$ cat config.mk
export PLATFORM = sky130hd
export DESIGN_NAME = pause_resolver
export DESIGN_NICKNAME = d
export VERILOG_FILES = /design/src/rtl/pfc_pkg.sv /design/src/rtl/pfc_ctrl.sv /design/src/rtl/pfc_dpath.sv /design/src/rtl/pause_resolver.sv
export SDC_FILE = /design/constraint.sdc
export NUM_CORES = 1
export LEC_CHECK = 0
export BUFFER_PORTS_ARGS = -buffer_cell sky130_fd_sc_hd__buf_2
export CAP_MARGIN = 10
export CELL_PAD_IN_SITES_DETAIL_PLACEMENT = 1
export CELL_PAD_IN_SITES_GLOBAL_PLACEMENT = 2
export CORE_MARGIN = 4
export CORE_UTILIZATION = 10
export DETAILED_ROUTE_END_ITERATION = 7
export PLACE_DENSITY = 0.9
export SETUP_SLACK_MARGIN = 0.4
export SLEW_MARGIN = 20
export SYNTH_ARGS = -nofsm -noshare
export SYNTH_HDL_FRONTEND = slang
export SYNTH_SLANG_ARGS = --single-unit
$ cat constraint.sdc
create_clock -name clk -period 1.6 [get_ports clk]
set_input_delay 0.08 -clock clk [delete_from_list [all_inputs] [get_ports clk]]
set_output_delay 0.08 -clock clk [all_outputs]
set_load 0.01 [all_outputs]
$ cat src/rtl/pfc_pkg.sv
package pfc_pkg;
  typedef enum logic [1:0] {
    FC_NONE = 2'd0,
    FC_RX   = 2'd1,
    FC_TX   = 2'd2,
    FC_FULL = 2'd3
  } fcMode_e;

  localparam logic [2:0] REQ_DEFAULT = 3'd4;

  typedef struct packed {
    logic    loadMode;
    logic    setErr;
    logic    clrErr;
    fcMode_e wantMode;
  } ctrlStb_t;
endpackage

$ cat src/rtl/pfc_ctrl.sv
module pfc_ctrl
  import pfc_pkg::*;
(
  input  logic       resolveStb,
  input  logic       anEnable,
  input  logic       anDone,
  input  logic [2:0] reqMode,
  output ctrlStb_t   stb
);
  logic legalReq;
  logic anReady;

  always_comb begin
    legalReq = (reqMode <= REQ_DEFAULT);
    anReady  = anEnable && anDone;
    stb.wantMode = (reqMode == REQ_DEFAULT) ? FC_FULL : fcMode_e'(reqMode[1:0]);
    stb.loadMode = resolveStb && legalReq && anReady;
    stb.setErr   = resolveStb && !legalReq;
    stb.clrErr   = resolveStb && legalReq;
  end
endmodule

$ cat src/rtl/pfc_dpath.sv
module pfc_dpath
  import pfc_pkg::*;
#(
  parameter int WM_W = 16
) (
  input  logic            clk,
  input  logic            rstN,
  input  ctrlStb_t        stb,
  input  logic            localPause,
  input  logic            localAsym,
  input  logic            peerPause,
  input  logic            peerAsym,
  input  logic            fullDuplex,
  input  logic            xonEnable,
  input  logic [WM_W-1:0] lowWaterIn,
  input  logic [WM_W-1:0] highWaterIn,
  output fcMode_e         modeQ,
  output logic            txEnQ,
  output logic            rxEnQ,
  output logic            errQ,
  output logic [WM_W:0]   lowWaterOut,
  output logic [WM_W-1:0] highWaterOut
);
  localparam int XON_POS = WM_W;

  fcMode_e tableMode;
  fcMode_e nextMode;

  always_comb begin
    if (localPause && peerPause)
      tableMode = (stb.wantMode == FC_FULL) ? FC_FULL : FC_RX;
    else if (!localPause && localAsym && peerPause && peerAsym)
      tableMode = FC_TX;
    else if (localPause && localAsym && !peerPause && peerAsym)
      tableMode = FC_RX;
    else
      tableMode = FC_NONE;
    nextMode = fullDuplex ? tableMode : FC_NONE;
  end

  always_ff @(posedge clk) begin
    if (!rstN) begin
      modeQ <= FC_NONE;
      txEnQ <= 1'b0;
      rxEnQ <= 1'b0;
      errQ  <= 1'b0;
    end else begin
      if (stb.loadMode) begin
        modeQ <= nextMode;
        txEnQ <= (nextMode == FC_TX) || (nextMode == FC_FULL);
        rxEnQ <= (nextMode == FC_RX) || (nextMode == FC_FULL);
      end
      if (stb.setErr)      errQ <= 1'b1;
      else if (stb.clrErr) errQ <= 1'b0;
    end
  end

  for (genvar b = 0; b < WM_W; b++) begin : g_wmGate
    assign lowWaterOut[b]  = lowWaterIn[b] & txEnQ;
    assign highWaterOut[b] = highWaterIn[b] & txEnQ;
  end
  assign lowWaterOut[XON_POS] = xonEnable & txEnQ;


  half_duplex_off_chk: assert property (@(posedge clk) disable iff (!rstN)
    (stb.loadMode && !fullDuplex) |=> (modeQ == FC_NONE));


  hold_without_load_chk: assert property (@(posedge clk) disable iff (!rstN)
    !stb.loadMode |=> $stable(modeQ));


  sym_downgrade_chk: assert property (@(posedge clk) disable iff (!rstN)
    (stb.loadMode && fullDuplex && localPause && peerPause && stb.wantMode != FC_FULL)
      |=> (modeQ == FC_RX));


  err_set_chk: assert property (@(posedge clk) disable iff (!rstN)
    stb.setErr |=> errQ);


  enable_match_chk: assert property (@(posedge clk) disable iff (!rstN)
    (txEnQ == modeQ[1]) && (rxEnQ == modeQ[0]));


  wm_gate_chk: assert property (@(posedge clk) disable iff (!rstN)
    !txEnQ |-> (lowWaterOut == '0 && highWaterOut == '0));
endmodule

$ cat src/rtl/pause_resolver.sv
module pause_resolver
  import pfc_pkg::*;
#(
  parameter int WM_W = 16
) (
  input  logic            clk,
  input  logic            rstN,
  input  logic            resolveStb,
  input  logic            anEnable,
  input  logic            anDone,
  input  logic [2:0]      reqMode,
  input  logic            localPause,
  input  logic            localAsym,
  input  logic            peerPause,
  input  logic            peerAsym,
  input  logic            fullDuplex,
  input  logic            xonEnable,
  input  logic [WM_W-1:0] lowWaterIn,
  input  logic [WM_W-1:0] highWaterIn,
  output logic [1:0]      modeOut,
  output logic            txPauseEn,
  output logic            rxPauseEn,
  output logic            cfgErr,
  output logic [WM_W:0]   lowWaterOut,
  output logic [WM_W-1:0] highWaterOut
);
  ctrlStb_t stb;
  fcMode_e  modeQ;

  pfc_ctrl u_ctrl (
    .resolveStb (resolveStb),
    .anEnable   (anEnable),
    .anDone     (anDone),
    .reqMode    (reqMode),
    .stb        (stb)
  );

  pfc_dpath #(.WM_W(WM_W)) u_dpath (
    .clk          (clk),
    .rstN         (rstN),
    .stb          (stb),
    .localPause   (localPause),
    .localAsym    (localAsym),
    .peerPause    (peerPause),
    .peerAsym     (peerAsym),
    .fullDuplex   (fullDuplex),
    .xonEnable    (xonEnable),
    .lowWaterIn   (lowWaterIn),
    .highWaterIn  (highWaterIn),
    .modeQ        (modeQ),
    .txEnQ        (txPauseEn),
    .rxEnQ        (rxPauseEn),
    .errQ         (cfgErr),
    .lowWaterOut  (lowWaterOut),
    .highWaterOut (highWaterOut)
  );

  assign modeOut = modeQ;


  an_gate_chk: assert property (@(posedge clk) disable iff (!rstN)
    (resolveStb && !(anEnable && anDone)) |=> $stable(modeOut));
endmodule

# After elaboration in Yosys (flattened, before gate mapping)
# Index checks and enable logic that the tools add are counted.
totals:
  register_bits: 5
  input_bits: 46
  elab_cells: 68
classes:
  magnitude_cmp: 1
  eq_ne: 5
  mux: 8
  n_bitwise: 33
  n_reduce_logical: 17
ops:
  columns: ["op", "n"]
  rows:
  - ["1-bit AND", 33]
  - ["1-bit logical AND", 11]
  - ["2-bit two-way mux", 5]
  - ["2-bit == test, second input constant", 3]
  - ["3-bit == test, second input constant", 1]
  - ["3-bit <= comparator, second input constant", 1]
  - ["1-bit logical NOT", 3]
  - ["1-bit two-way mux", 3]
  - ["2-bit by 1-bit == test with 1-bit output, second input constant", 1]
  - ["1-bit logical OR", 2]
  - ["2-bit nonzero test", 1]

# Depth between registers and ports, before layout
# Gate-level depths: netlist of run 1.
depth:
  depth_word: 9
  mapped_depth: 3

# Hierarchy
# From an unflattened synthesis of run 1, not the netlist that was laid out.
unflattened:
  hier_cells: 65
  hier_area_um2: 456.7
by_module_without_submodules:
  columns: ["mod", "n_inst", "cells_each", "area_per_inst_um2", "seq_area_each_um2"]
  rows:
  - ["pfc_dpath", 1, 56, 407.9, 80.1]
  - ["pfc_ctrl", 1, 9, 48.8, 0.0]

# Worst setup path after synthesis of run 1
# OpenSTA, ideal clock, no wires.
synth_timing:
  kind: "input port to flip-flop"
  startpoint: "input reqMode[1]"
  endpoint: "register u_dpath.rxEnQ"
  setup_ns: 0.070
  t_arrival_ns: 0.929
  required_time_ns: 1.530
  setup_slack_ns: 0.601
  cell_stages: 3
  path_buffers: 0
  cell_sequence: "o21a_1 > or4_1 > a21boi_1"
synth_via:
  elab_chain_cells: 8
  word_cells_on_any_way: 12
  classes_between: "order compare (1); eq/ne (4); mux (4); reduce/logical (3)"
synth_rtl:
  columns: ["element", "line", "source"]
  rows:
  - ["start: declaration", "pause_resolver.sv:11", "input logic [2:0] reqMode,"]
  - ["3-bit == test", "pfc_ctrl.sv:16", "stb.wantMode = (reqMode == REQ_DEFAULT) ? FC_FULL : fcMode_e'(reqMode[1:0]);"]
  - ["2-bit two-way mux", "pfc_ctrl.sv:16", null]
  - ["2-bit == test", "pfc_dpath.sv:31", "tableMode = (stb.wantMode == FC_FULL) ? FC_FULL : FC_RX;"]
  - ["2-bit two-way mux", "pfc_dpath.sv:31", null]
  - ["2-bit two-way mux", "pfc_dpath.sv:30", "if (localPause && peerPause)"]
  - ["2-bit two-way mux", "pfc_dpath.sv:38", "nextMode = fullDuplex ? tableMode : FC_NONE;"]
  - ["2-bit by 1-bit == test with 1-bit output or 2-bit == test (tied branches)", "pfc_dpath.sv:51", "rxEnQ <= (nextMode == FC_RX) || (nextMode == FC_FULL);"]
  - ["1-bit logical OR", "pfc_dpath.sv:51", null]
  - ["end signal: assignment", "pfc_dpath.sv:51", null]
  - ["end: declaration", "pfc_dpath.sv:19", "output logic rxEnQ,"]
# Several ways; a longest one is shown, not always the timed one.
# A chain may end at the register's enable or synchronous reset.

# Worst setup path after layout of run 1
layout_timing:
  startpoint: "register u_dpath.txEnQ"
  endpoint: "output highWaterOut[3]"
layout_via:
  elab_chain_cells: 1
layout_rtl:
  columns: ["element", "line", "source"]
  rows:
  - ["start: declaration", "pfc_dpath.sv:18", "output logic txEnQ,"]
  - ["start signal: assignment", "pfc_dpath.sv:50", "txEnQ <= (nextMode == FC_TX) || (nextMode == FC_FULL);"]
  - ["1-bit AND", "pfc_dpath.sv:60", "assign highWaterOut[b] = highWaterIn[b] & txEnQ;"]
  - ["end: declaration", "pause_resolver.sv:25", "output logic [WM_W-1:0] highWaterOut"]
# Every way passes these cells.

==> results of run 1 <==
[sequential cells by signal, summed over array words and instances, names as in the netlist]
register	cells
u_dpath.errQ	1
u_dpath.modeQ	1
u_dpath.rxEnQ	1
u_dpath.txEnQ	1
[critical path, cell delays in order (launching register included)]
cell     delay [ns]
dfxtp_1        0.33
buf_6          0.17
and2_1         0.14
buf_2          0.13
[metal layers]
| metal | vias to the layer above | track usage (%) | part of all wire, % | wire, µm |
|---|---|---|---|---|
| met5 | - | 0 | 0 | 0 |
| li1 | 364 | - | - | - |
| met4 | 0 | 2.414 | 0 | 0 |
| met3 | 0 | 1.915 | 12 | 241 |
| met1 | 299 | 6.026 | 33 | 678 |
| met2 | 36 | 14.10 | 55 | 1117 |
[cell usage after synthesis]
master    number  area share, %
a21boi_1       1            1.8
o211ai_1       2            3.5
a21oi_1        2            2.3
nand3_1        1            1.2
nand4b_1       1            2.0
or4_1          1            1.8
nand2_1        1           0.88
a211o_2        1            2.3
nor2b_1        1            1.5
o21a_1         1            1.8
a21boi_0       1            1.8
clkbuf_1       3            2.6
or3b_1         1            2.0
and2_1        33             48
buf_4          1            1.8
o21ai_0        3            3.5
mux2i_1        1            2.3
dfxtp_1        4             19
[cell families after synthesis]
group	synth area share, %
compound gates	16.96
flops	18.71
simple gates	57.60
mux	2.339
buf+inv	4.386
[power groups by stage]
stage	clock (mW)	combinational (mW)	sequential (mW)
2_1_floorplan	0	0.0187	0.106
3_3_place_gp	0	0.0808	0.105
3_5_place_dp	0	0.0828	0.105
4_1_cts	0.214	0.0830	0.104
5_1_grt	0.220	0.0916	0.104
6_report	0.208	0.0817	0.104
[how the worst max path moves through the flow]
stage / startpoint / to / slack [ns] / cells past startpoint
2_1_floorplan: reqMode[1] / u_dpath.rxEnQ / 0.60 / 3
3_3_place_gp: reqMode[1] / u_dpath.rxEnQ / 0.44 / 4
3_5_place_dp: reqMode[1] / u_dpath.rxEnQ / 0.38 / 4
4_1_cts: u_dpath.txEnQ / highWaterOut[3] / 0.47 / 3
5_1_grt: u_dpath.txEnQ / lowWaterOut[8] / 0.43 / 3
6_report: u_dpath.txEnQ / highWaterOut[3] / 0.53 / 3
[metrics by stage]
stage | power, mW | instances | instance area [µm²]
floorplan | 0.1247 | 59 | 427.9
global placement | 0.1857 | 190 | 902.1
detailed placement | 0.1876 | 190 | 902.1
CTS | 0.4004 | 193 | 943.4
global route | 0.4152 | 193 | 947.2
finish | 0.3936 | 193 | 947.2
[timing repair]
| item | CTS | global route |
|---|---|---|
| endpoints found under the setup margin | 0 | 2 |
| resized for setup | 0 | 1 |
| hold endpoints to repair | 0 | 0 |
[cell type report]
class                      instances  area, µm²  area share [%]
sequential                         4      80.08           8.454
clock buffer                       3      41.29           4.359
timing repair buffer              85      434.2           45.84
tap                               50      62.56           6.605
multi-input combinational         51      329.1           34.74
==> impl_metrics.env, run 1 <==
export IMPL_outcome="complete, no violations"
export IMPL_port_buffers=83
export IMPL_cts_htree_levels=1
export IMPL_grt_pass1_vias=679
export IMPL_track_usage_pct=6.794
export IMPL_drive_above_1_share_pct=62.24
export IMPL_place_ws_ns=0.3833
export IMPL_routed_via_density=3.622
export IMPL_grt_pass1_wl_mm=2.904
export IMPL_die_x_um=73.42
export IMPL_ant_nets=0
export IMPL_avgSynthCellArea_um2=7.253
export IMPL_post_route_period_util_pct=67.14
export IMPL_power_density_nw_per_um2=415.6
export IMPL_r2r_end="u_dpath.txEnQ"
export IMPL_regToRegSetupSlack_ns=0.83
export IMPL_seqPwrFrac_pct=26.3
export IMPL_critPathRequiredTime_ns=1.52
export IMPL_cts_clk_slew_worst_paths_ns=0.03
export IMPL_vdd_drop_max_v=0.0001523
export IMPL_netlist_instances=59
export IMPL_p_comb_share_pct=20.8
export IMPL_holdWs_ns=0.1472
export IMPL_crit_fanout=22
export IMPL_cts_tree="built"
export IMPL_drtIter0Drc=6
export IMPL_die_area_um2=5390
export IMPL_min_from="rstN"
export IMPL_final_util_pct=23.34
export IMPL_hold_class="input pin to flop"
export IMPL_whs_path_depth=2
export IMPL_cts_buffers=3
export IMPL_setup_viol=0
export IMPL_fin_ws_ns=0.5257
export IMPL_worstMarginPinSlew_ns=0.2082
export IMPL_gr_total_overflow=0
export IMPL_nets=191
export IMPL_reg2reg_from="u_dpath.txEnQ"
export IMPL_min_to="u_dpath.errQ"
export IMPL_numClockSinks=4
export IMPL_core_um2=4058
export IMPL_cts_root_buf="clkbuf_8"
export IMPL_io_pins=84
export IMPL_syn_nets=105
export IMPL_start_kind="flop"
export IMPL_floorplan_initialDensity_pct=10.55
export IMPL_critPathKind="flop to primary output"
export IMPL_antenna_cells=0
export IMPL_drc=0
export IMPL_yosysSeqAreaShare_pct=18.71
export IMPL_rr_worst_depth=3
export IMPL_power_switching_uw=79.49
export IMPL_intPower_uw=314.1
export IMPL_fill_cells=522
export IMPL_antenna_found_initial=0
export IMPL_grt_max_degree=23
export IMPL_cts_setup_buffers=0
export IMPL_dr_total_vias=699
export IMPL_cts_hold_buf=0
export IMPL_crit_path_end_kind="primary output"
export IMPL_first_pass_iters=2
export IMPL_avgRoutedWirePerCell_um=10.55
export IMPL_yosys_warnings=0
export IMPL_fp_row_count=23
export IMPL_final_cell_mix="buf_2 (83), and2_1 (33), dfxtp_1 (4)"
export IMPL_area_growth_pct=121.3
export IMPL_synth_seq_cells=4
export IMPL_final_common_cell="buf_2"
export IMPL_clockBufferDepth=2
export IMPL_sw_frac_of_total_pct=20.19
export IMPL_tns_ns=0
export IMPL_rsz0062_at_grt="no"
export IMPL_drt_wl_total_mm=2.036
export IMPL_clock_skew_ns=0
export IMPL_p_leak_nw=0.5857
export IMPL_synth_distinct_cells=18
export IMPL_clkLatencyLatePin_ns=0.21
export IMPL_gp_congestion=0.6672
export IMPL_maxSlewViolCount=0
export IMPL_maxSlewHeadroom_pct=86.08
export IMPL_maxCapViolations=0
export IMPL_worst_ep_arrival_time_ns=0.99
export IMPL_hold_viol=0
export IMPL_p_clk_share_pct=52.9
export IMPL_die_y_um=73.42
export IMPL_syn_area_um2=427.9
export IMPL_fmax_mhz=930.9
export IMPL_min_period_ns=1.074
No activity file was read; power rests on OpenSTA's default activity.
==> inputs of run 2 (changes only) <==
--- a/config.mk
+++ b/config.mk
@@ -5,6 +5,7 @@
 export SDC_FILE = /design/constraint.sdc
 export NUM_CORES = 1
 export LEC_CHECK = 0
+export ABC_AREA = 1
 export BUFFER_PORTS_ARGS = -buffer_cell sky130_fd_sc_hd__buf_2
 export CAP_MARGIN = 10
 export CELL_PAD_IN_SITES_DETAIL_PLACEMENT = 1
@@ -12,7 +13,7 @@
 export CORE_MARGIN = 4
 export CORE_UTILIZATION = 10
 export DETAILED_ROUTE_END_ITERATION = 7
-export PLACE_DENSITY = 0.9
+export PLACE_DENSITY = 0.89
 export SETUP_SLACK_MARGIN = 0.4
 export SLEW_MARGIN = 20
 export SYNTH_ARGS = -nofsm -noshare
==> constraint.sdc (replaced) <==
create_clock -name clk -period 1.1 [get_ports clk]
set_input_delay 0.055 -clock clk [delete_from_list [all_inputs] [get_ports clk]]
set_output_delay 0.055 -clock clk [all_outputs]
set_load 0.01 [all_outputs]
==> run 2 against run 1 <==
  * Sequential share of layout area decreased by 0.57 points
  * Synthesized cell count increased by 81%
  * First-iteration DRC count increased to 3.2 times the previous value
  * Critical path depth increased by 1
  * Global-route usage increased by 0.89 points
  * Worst setup slack got worse by 0.44 ns
  * Hold slack got worse by 0.087 ns
  * Design area increased by 21%
  * Core utilization increased by 0.53 points
  * Clock skew unchanged
==> impl_metrics.env, run 2 <==
export IMPL_worst_ep_arrival_time_ns=0.96
export IMPL_min_period_ns=1.017
export IMPL_numClockSinks=4
export IMPL_sw_frac_of_total_pct=25.05
export IMPL_grt_pass1_vias=893
export IMPL_p_clk_share_pct=51.2
export IMPL_grt_max_degree=17
export IMPL_rsz0062_at_grt="yes"
export IMPL_maxSlewHeadroom_pct=87.75
export IMPL_crit_fanout=14
export IMPL_maxSlewViolCount=0
export IMPL_worstMarginPinSlew_ns=0.1832
export IMPL_netlist_area_leader_share_pct=34.41
export IMPL_antenna_cells=0
export IMPL_critPathRequiredTime_ns=1.04
export IMPL_p_leak_nw=0.8302
export IMPL_tns_ns=0
export IMPL_drtIter0Drc=19
export IMPL_die_y_um=78.83
export IMPL_setup_viol=0
export IMPL_whs_path_depth=2
export IMPL_final_cell_mix="buf_2 (76), nand2_1 (43), inv_2 (30)"
export IMPL_intPower_uw=470.7
export IMPL_r2r_end="u_dpath.txEnQ"
export IMPL_netlist_instances=107
export IMPL_io_pins=84
export IMPL_nets=240
export IMPL_outcome="complete, no violations"
export IMPL_synth_edf_count=0
export IMPL_crit_slowest_cell="dfxtp_4"
export IMPL_crit_chain="buf_12 > nand2_1 > inv_2 > buf_2"
export IMPL_routed_via_density=3.371
export IMPL_avgSynthCellArea_um2=4.689
export IMPL_syn_nets=153
export IMPL_die_area_um2=6214
export IMPL_synth_most_common_cell="nand2_1"
export IMPL_synth_area_leaders="nand2_1 (34%), inv_1 (29%), dfxtp_1 (16%)"
export IMPL_reg2reg_from="u_dpath.txEnQ"
export IMPL_vdd_drop_max_v=0.0005433
export IMPL_fmax_mhz=983.6
export IMPL_dp_cells=254
export IMPL_dp_hpwl_mm=2.109
export IMPL_maxCapViolations=0
export IMPL_drt_wl_total_mm=2.449
export IMPL_cts_htree_levels=1
export IMPL_start_kind="flop"
export IMPL_ys_flop_type="dfxtp_1"
export IMPL_power_switching_uw=157.4
export IMPL_port_buffers=83
export IMPL_gp_congestion=0.6864
export IMPL_cp_slowest_stage_delay_ns=0.37
export IMPL_synth_distinct_cells=14
export IMPL_syn_area_um2=501.7
export IMPL_min_to="u_dpath.errQ"
export IMPL_track_usage_pct=7.681
export IMPL_cts_buffers=3
export IMPL_min_from="resolveStb"
export IMPL_synth_common_cells="nand2_1 (46), inv_1 (39), a21oi_1 (4), buf_2 (4), dfxtp_1 (4)"
export IMPL_rr_worst_depth=3
export IMPL_first_pass_iters=4
export IMPL_cts_clk_slew_worst_paths_ns=0.03
export IMPL_drive_above_1_share_pct=68.75
export IMPL_crit_path_end_kind="primary output"
export IMPL_cts_root_buf="clkbuf_8"
export IMPL_fp_row_count=25
export IMPL_grt_pass1_wl_mm=3.926
export IMPL_clock_skew_ns=0
export IMPL_area_growth_pct=127.7
export IMPL_fill_cells=647
export IMPL_synth_seq_cells=4
export IMPL_drc=0
export IMPL_floorplan_initialDensity_pct=10.48
export IMPL_yosys_area_top_type="nand2_1"
export IMPL_final_common_cell="buf_2"
export IMPL_dr_total_vias=873
export IMPL_cts_tree="built"
export IMPL_synthArstFlopShare_pct=0
export IMPL_yosys_warnings=0
export IMPL_post_route_period_util_pct=92.42
export IMPL_core_um2=4786
export IMPL_gr_total_overflow=0
export IMPL_die_x_um=78.83
export IMPL_layout_cells_non_filler=259
export IMPL_final_util_pct=23.87
export IMPL_antenna_found_initial=0
export IMPL_hold_viol=0
export IMPL_clkLatencyLatePin_ns=0.22
export IMPL_hold_class="input pin to flop"
export IMPL_critPathKind="flop to primary output"
export IMPL_regToRegSetupSlack_ns=0.37
export IMPL_p_comb_share_pct=24.5
export IMPL_avgRoutedWirePerCell_um=9.456
export IMPL_power_density_nw_per_um2=549.8
export IMPL_seqPwrFrac_pct=24.2
export IMPL_ant_nets=0
export IMPL_cts_hold_buf=0
export IMPL_yosysSeqAreaShare_pct=15.96
export IMPL_clockBufferDepth=2
[run 2: cell types whose count changed after synthesis, sizes merged, moves of 2 or more]
| cell | change |
|---|---|
| clkbuf | -3 |
| and2 | -33 |
| a21boi | -2 |
| o211ai | -2 |
| inv | +39 |
| a21oi | +3 |
| nand2 | +46 |
| buf | +4 |
| nor2 | +3 |
[run 2: power by group through the flow]
stage / logic, mW / clock network (mW) / registers [mW]
floorplan: 0.0438 / 0 / 0.157
global placement: 0.142 / 0 / 0.156
detailed placement: 0.145 / 0 / 0.156
CTS: 0.154 / 0.336 / 0.153
global route: 0.175 / 0.341 / 0.153
finish: 0.154 / 0.322 / 0.152
[run 2: critical path, delay by kind of cell, from the launching register on]
family | cells | cell delay (ns)
flip-flops | 1 | 0.37
buffers and inverters | 3 | 0.30
AND/OR/NAND/NOR | 1 | 0.06
[run 2: cell type report]
type                       count  area (µm²)  share of cell area, %
clock buffer                   3       41.29                  3.614
tap                           67       83.83                  7.338
multi-input combinational     59       259.0                  22.67
timing repair buffer          87       521.8                  45.67
inverter                      39       146.4                  12.81
sequential                     4       90.09                  7.886
[run 2: worst max-delay path by stage]
stage | from | to | slack [ns] | cells after the start
after floorplan | u_dpath.txEnQ | highWaterOut[0] | 0.35 | 4
after global placement | u_dpath.txEnQ | lowWaterOut[2] | 0.24 | 4
after detailed placement | u_dpath.txEnQ | lowWaterOut[3] | 0.22 | 4
after CTS | u_dpath.txEnQ | lowWaterOut[3] | 0.07 | 4
after global routing | u_dpath.txEnQ | lowWaterOut[1] | 0.02 | 4
final | u_dpath.txEnQ | lowWaterOut[2] | 0.08 | 4
[run 2: layer usage]
| metal | global-route usage, % | vias up | wire length, µm |
|---|---|---|---|
| li1 | - | 456 | - |
| met5 | 0 | - | 0 |
| met1 | 8.117 | 373 | 885 |
| met3 | 1.474 | 5 | 184 |
| met2 | 14.52 | 39 | 1319 |
| met4 | 3.608 | 0 | 61 |
[run 2: repair_timing]
item                       in CTS  in global routing
hold endpoints to repair        0                  0
resized for setup              10                  9
setup endpoints to repair      39                 40
setup buffers                   1                  1
pin swaps                       0                  1
[run 2: cell families (layout without fill, tap and decap cells)]
family / Yosys count / count (layout) / synth area share, %
compound gates: 7 / 7 / 8.479
flops: 4 / 4 / 15.96
buf+inv: 44 / 129 / 34.66
simple gates: 52 / 52 / 40.90
[run 2: per-stage QoR]
step	hold WS [ns]	power [mW]	cell area [µm²]	setup WS, ns
6_report	0.05987	0.6281	1142	0.08333
5_1_grt	0.08413	0.6683	1142	0.02377
4_1_cts	0.05067	0.6431	1104	0.06767
3_5_place_dp	0.2941	0.3009	1015	0.2227
3_3_place_gp	0.2902	0.2977	1015	0.2413
2_1_floorplan	0.1485	0.2012	528.0	0.3509
